### config.mk
export PLATFORM = sky130hd
export DESIGN_NAME = pwm2ch_top
export DESIGN_NICKNAME = d
export VERILOG_FILES = /design/src/rtl/pwm2ch_pkg.sv /design/src/rtl/pwm2ch_regs.sv /design/src/rtl/pwm2ch_chan.sv /design/src/rtl/pwm2ch_top.sv
export SDC_FILE = /design/constraint.sdc
export NUM_CORES = 1
export LEC_CHECK = 0
export BUFFER_PORTS_ARGS = -buffer_cell sky130_fd_sc_hd__buf_2
export CORE_MARGIN = 10
export CORE_UTILIZATION = 35
export CTS_BUF_LIST = sky130_fd_sc_hd__clkbuf_4
export DETAILED_ROUTE_END_ITERATION = 6
export PLACE_DENSITY_LB_ADDON = 0.1
export SYNTH_ARGS = -nofsm -noshare
export SYNTH_HDL_FRONTEND = slang
export SYNTH_SLANG_ARGS = --single-unit
### constraint.sdc
create_clock -name clk -period 3.2 [get_ports clk]
set_input_delay 0 -clock clk [delete_from_list [all_inputs] [get_ports clk]]
set_output_delay 0 -clock clk [all_outputs]
set_load 0.005 [all_outputs]
### src/rtl/pwm2ch_pkg.sv
package pwm2ch_pkg;

  localparam int unsigned EN_BIT   = 0;
  localparam int unsigned POL_BIT  = 4;
  localparam int unsigned MODE_BIT = 7;

  localparam logic [7:0] CTRL_OFS   = 8'h00;
  localparam logic [7:0] CH_BASE    = 8'h10;
  localparam logic [7:0] CH_STRIDE  = 8'h10;
  localparam logic [7:0] DUTY_DELTA = 8'h04;

  typedef struct packed {
    logic mode;
    logic pol;
    logic en;
  } chan_cfg_t;

  function automatic logic [7:0] per_ofs(input int unsigned ch);
    return CH_BASE + CH_STRIDE * 8'(ch);
  endfunction

  function automatic logic [7:0] duty_ofs(input int unsigned ch);
    return per_ofs(ch) + DUTY_DELTA;
  endfunction

endpackage

### src/rtl/pwm2ch_regs.sv
module pwm2ch_regs
  import pwm2ch_pkg::*;
#(
  parameter int unsigned NCH    = 2,
  parameter int unsigned ADDR_W = 8,
  parameter int unsigned DATA_W = 32
) (
  input  logic                         clk,
  input  logic                         rst_n,
  input  logic                         bus_wr,
  input  logic                         bus_rd,
  input  logic [ADDR_W-1:0]            bus_addr,
  input  logic [DATA_W-1:0]            bus_wdata,
  output logic [DATA_W-1:0]            bus_rdata,
  output chan_cfg_t [NCH-1:0]          cfg,
  output logic [NCH-1:0][DATA_W-1:0]   shd_per,
  output logic [NCH-1:0][DATA_W-1:0]   shd_duty
);

  logic [DATA_W-1:0] ctrl_q;
  logic [DATA_W-1:0] rd_val;

  always_ff @(posedge clk) begin
    if (!rst_n) begin
      ctrl_q <= '0;
    end else if (bus_wr && bus_addr == ADDR_W'(CTRL_OFS)) begin
      ctrl_q <= bus_wdata;
    end
  end

  for (genvar n = 0; n < NCH; n++) begin : g_ch
    always_ff @(posedge clk) begin
      if (!rst_n) begin
        shd_per[n]  <= '0;
        shd_duty[n] <= '0;
      end else if (bus_wr) begin
        if (bus_addr == ADDR_W'(per_ofs(n)))  shd_per[n]  <= bus_wdata;
        if (bus_addr == ADDR_W'(duty_ofs(n))) shd_duty[n] <= bus_wdata;
      end
    end
    assign cfg[n].en   = ctrl_q[8*n + EN_BIT];
    assign cfg[n].pol  = ctrl_q[8*n + POL_BIT];
    assign cfg[n].mode = ctrl_q[8*n + MODE_BIT];
  end

  always_comb begin
    rd_val = '0;
    if (bus_addr == ADDR_W'(CTRL_OFS)) rd_val = ctrl_q;
    for (int n = 0; n < NCH; n++) begin
      if (bus_addr == ADDR_W'(per_ofs(n)))  rd_val = shd_per[n];
      if (bus_addr == ADDR_W'(duty_ofs(n))) rd_val = shd_duty[n];
    end
  end

  always_ff @(posedge clk) begin
    if (!rst_n)      bus_rdata <= '0;
    else if (bus_rd) bus_rdata <= rd_val;
  end

endmodule

### src/rtl/pwm2ch_chan.sv
module pwm2ch_chan
  import pwm2ch_pkg::*;
#(
  parameter int unsigned CNT_W = 32
) (
  input  logic             clk,
  input  logic             rst_n,
  input  chan_cfg_t        cfg,
  input  logic [CNT_W-1:0] shd_per,
  input  logic [CNT_W-1:0] shd_duty,
  output logic             pwm,
  output logic [CNT_W-1:0] cnt_o,
  output logic [CNT_W-1:0] aper_o
);

  localparam logic [CNT_W-1:0] MIN_PER = CNT_W'(2);

  logic [CNT_W-1:0] cnt_q, aper_q, aduty_q;
  logic             run, per_ok, wrap, active;

  assign run    = cfg.mode & cfg.en;
  assign per_ok = aper_q >= MIN_PER;
  assign wrap   = cnt_q == aper_q - CNT_W'(1);

  always_ff @(posedge clk) begin
    if (!rst_n) begin
      cnt_q   <= '0;
      aper_q  <= '0;
      aduty_q <= '0;
    end else if (!run || !per_ok || wrap) begin
      cnt_q   <= '0;
      aper_q  <= shd_per;
      aduty_q <= shd_duty;
    end else begin
      cnt_q <= cnt_q + CNT_W'(1);
    end
  end

  assign active = run & per_ok & (cnt_q < aduty_q);
  assign pwm    = active ^ cfg.pol;
  assign cnt_o  = cnt_q;
  assign aper_o = aper_q;

endmodule

### src/rtl/pwm2ch_top.sv
module pwm2ch_top
  import pwm2ch_pkg::*;
#(
  parameter int unsigned NCH    = 2,
  parameter int unsigned ADDR_W = 8,
  parameter int unsigned DATA_W = 32
) (
  input  logic              clk,
  input  logic              rst_n,
  input  logic              bus_wr,
  input  logic              bus_rd,
  input  logic [ADDR_W-1:0] bus_addr,
  input  logic [DATA_W-1:0] bus_wdata,
  output logic [DATA_W-1:0] bus_rdata,
  output logic [NCH-1:0]    pwm_out
);

  chan_cfg_t [NCH-1:0]        cfg;
  logic [NCH-1:0][DATA_W-1:0] shd_per, shd_duty, chan_cnt, chan_aper;

  pwm2ch_regs #(.NCH(NCH), .ADDR_W(ADDR_W), .DATA_W(DATA_W)) u_regs (
    .clk(clk), .rst_n(rst_n), .bus_wr(bus_wr), .bus_rd(bus_rd),
    .bus_addr(bus_addr), .bus_wdata(bus_wdata), .bus_rdata(bus_rdata),
    .cfg(cfg), .shd_per(shd_per), .shd_duty(shd_duty)
  );

  for (genvar n = 0; n < NCH; n++) begin : g_chan
    pwm2ch_chan #(.CNT_W(DATA_W)) u_chan (
      .clk(clk), .rst_n(rst_n), .cfg(cfg[n]),
      .shd_per(shd_per[n]), .shd_duty(shd_duty[n]),
      .pwm(pwm_out[n]), .cnt_o(chan_cnt[n]), .aper_o(chan_aper[n])
    );
  end

endmodule

==> key figures <==
Logic synthesis
  • Unique cell type count in the Yosys netlist: 68
  • FF+latch count, synth: 384
  • Area leader, netlist: dfxtp_1
  • Post-synth top cells: 560 x nand2_1, 384 x dfxtp_1, 172 x clkbuf_1
  • Count leader, synth: nand2_1
  • Synth Area per Inst: 7.967 um2
  • Top cells by area, synth: dfxtp_1 38%, nand2_1 10%, a21boi_0 5.9%
  • Post-synth EDFFs: 0
  • Post-synth top flop: dfxtp_1
  • Mapped Nets: 2677
  • Post-synth top area share: 37.62%
  • Area of the mapped netlist: 20430 um2
  • Synth Instances: 2565
  • FFs w/ async S/R, synth: 0%
  • Ys Warns: 0
  • Seq/Total Area, Yosys: 37.62%

Power
  • Pwr per Cell Area: 373.1 nW/um2
  • Leak pwr: 10.53 nW
  • Worst vdd ir: 215.6 uV

Layout
  • # fillers: 5791
  • Final cell count without fillers: 3665
  • Design area: 26200 um2
  • Area Overhead vs Synth: 28.23%
  • Layout cells sized above 1: 20.11%
  • Final nets: 2936

Global route
  • Initial antenna violation count: 4
  • Gr ovfl total: 0
  • Vias in the first global route: 19300
  • First-pass GRT wire length: 110400 um
  • Largest net degree at the start of global routing: 127
  • Total track usage: 20.22%

Routing
  • 1st-iter DRT viols: 1201
  • Vias post-DR: 19750
  • Drt drc: 0
  • Via density: 5.388
  • Routed wire length: 71530 um
  • First-pass DRT Iterations: 7
  • DRT antenna net count: 0
  • Routed len/inst: 19.52 um

Floorplanning
  • Die boundary height: 261.6 um
  • Effective utilization at floorplan: 35.35%
  • Core area: 57810 um2
  • IO Pins: 78
  • Die W: 261.6 um
  • Core Rows: 88
  • Die area: 68450 um2

STA
  • Relative slew slack: 29.93%
  • Setup WS post-layout: -172.3 ps
  • Minimum clock period: 3372 ps
  • Slew Limit Fails: 0
  • RSZ-0062 raised after global routing: yes
  • Hold Vio Cnt, Final: 2
  • Post-route clock period utilization: 105.4%
  • Highest Clock Rate: 296.5 MHz
  • Fin Clk Skew: 54.05 ps
  • Hold_ws: -12.54 ps
  • Setup violations, final: 96
  • Slew @ Worst Pin: 1051 ps

CTS
  • Maximum buffer depth of the clock tree: 3
  • TritonCTS clock tree: done
  • Worst-path clk slew: 60 ps
  • H-tree Lvls: 3
  • Clk sink count: 384
  • Clock Latency Late Sink: 870 ps
  • Clk root buf: clkbuf_4
  • Num CTS Buffers: 111

Critical path
  • WP data required: 3930 ps
  • Worst path cell trace: or4_4 -> or4_4 -> or4_4 -> a211o_1 -> nor2_1 -> nand4b_1 -> or2_4 -> clkbuf_16 -> o311ai_1
  • Slowest cell on crit path: or4_4
  • Crit-path max FO: 17
  • Worst EP arrival: 4100 ps
  • WS Path Type: reg2reg
  • Endpoint class of the critical path: register
  • Critical Path Max Stage Delay: 540 ps
  • Worst path most repeated cell: or4_4
  • Crit path launch type: register

Placed design
  • Final HPWL from detailed placement: 47160 um
  • Port buffer count: 77
  • Dpl ws: -236.6 ps
  • Placed Cells: 3362
  • GPL Wtd Cong: 0.8743
  • Placed cell area: 22410 um2

Run
  • Max Cap Violations: 0

Run status
  • Run status: finished with violations
  • Failing checks: negative hold slack, negative setup slack

Worst hold path
  • HP Class: in2reg
cells in the final DEF (no fill, tap or decap), types with 7 or more instances in the layout:
cell type        n
nand2_1        560
dfxtp_1        379
clkbuf_4       162
a21boi_0       161
buf_4          133
nor2_1         115
and3_1         108
o21ai_0         99
dlygate4sd3_1   85
inv_1           76
buf_2           76
a21oi_1         74
mux2i_1         72
xnor2_1         71
ha_1            68
xor2_1          66
nand3_1         53
a31oi_1         40
nand4_1         35
o311ai_2        35
a22oi_1         33
a222oi_1        32
nor3_1          27
buf_12          22
a21o_1          18
nor3_2          18
clkinv_1        18
o311ai_1        16
o311ai_4        15
o21ai_1         14
nor4_1          14
buf_6           13
nand2b_1         9
or3_1            8
a21oi_2          8
nor3_4           8
a211oi_1         7
state kept, by name, summed over array words and instances (netlist names):
name / flops
g_chan.u_chan.cnt_o: 64
u_regs.ctrl_q: 32
u_regs.bus_rdata: 32
u_regs.shd_per: 64
u_regs.shd_duty: 64
g_chan.u_chan.aper_o: 64
g_chan.u_chan.aduty_q: 64
worst max-delay path: cells and delay by family, from the launching register on:
kind / cells / cell delay (ps)
AO/OA/AOI/OAI: 2 / 550
buffers and inverters: 1 / 240
flip-flops: 1 / 320
AND/OR/NAND/NOR: 6 / 2160
layer usage:
layer  GRT usage, %  wire (um)
met4          5.828       1217
met5              0         37
met1          27.46      33840
met3          3.856       3952
met2          32.10      32480
stage by stage:
| step | TNS [ps] | utilization [%] | total power [mW] |
|---|---|---|---|
| 2_1_floorplan | -79.52 | - | 5.075 |
| 3_3_place_gp | -36310 | 38.77 | 5.234 |
| 3_5_place_dp | -29710 | 38.77 | 5.236 |
| 4_1_cts | -9678 | 44.25 | 9.917 |
| 5_1_grt | -21320 | 45.33 | 10.20 |
| 6_report | -10520 | 45.33 | 9.777 |
logic make-up (layout without fill, tap and decap cells):
group,Yosys count,after routing,share of synthesized area [%]
other,0,1,0
AOI/OAI and AO/OA,597,597,20.18
buffers and inverters,271,605,5.352
and+or+nand+nor,1032,1032,23.08
xor gates and xnor gates,137,137,5.872
muxes,76,76,3.735
DFF,384,384,37.62
adders and majority gates,68,68,4.164
where the power goes:
group	internal (mW)	total, mW	switching, mW
clock	2.30	4.55	2.25
combinational	0.174	0.400	0.225
sequential	4.80	4.83	0.0240
total	7.28	9.78	2.50
timing repair:
item                       CTS  global route
cloned                      11             2
pin swaps                   23            48
resized for setup          102           125
hold buffers                86             0
hold endpoints to repair   369             0
buffers inserted            14             9
setup endpoints to repair  193           194
final cells by class:
cell class / instances / area, um2 / share of cell area [%]
Antenna cell: 1 / 2.502 / 0.009550
Clock buffer: 162 / 1216 / 4.641
Clock inverter: 26 / 131.4 / 0.5014
Inverter: 77 / 289.0 / 1.103
Multi-Input combinational cell: 1910 / 12800 / 48.85
Sequential cell: 384 / 7696 / 29.37
Tap cell: 765 / 957.2 / 3.653
Timing Repair Buffer: 340 / 3112 / 11.88
path summary, 6_finish.rpt:
path,startpoint,endpoint,slack [ps],depth (start not counted)
max reg2reg,g_chan[0].u_chan.aper_o[11],g_chan[0].u_chan.aper_o[30],-170,9
max,g_chan[0].u_chan.aper_o[11],g_chan[0].u_chan.aper_o[30],-170,9
min reg2reg,g_chan[1].u_chan.aduty_q[1],g_chan[1].u_chan.aduty_q[1],460,2
min,bus_addr[0],u_regs.bus_rdata[15],-10,7
Power figures use the tool's default switching activity.
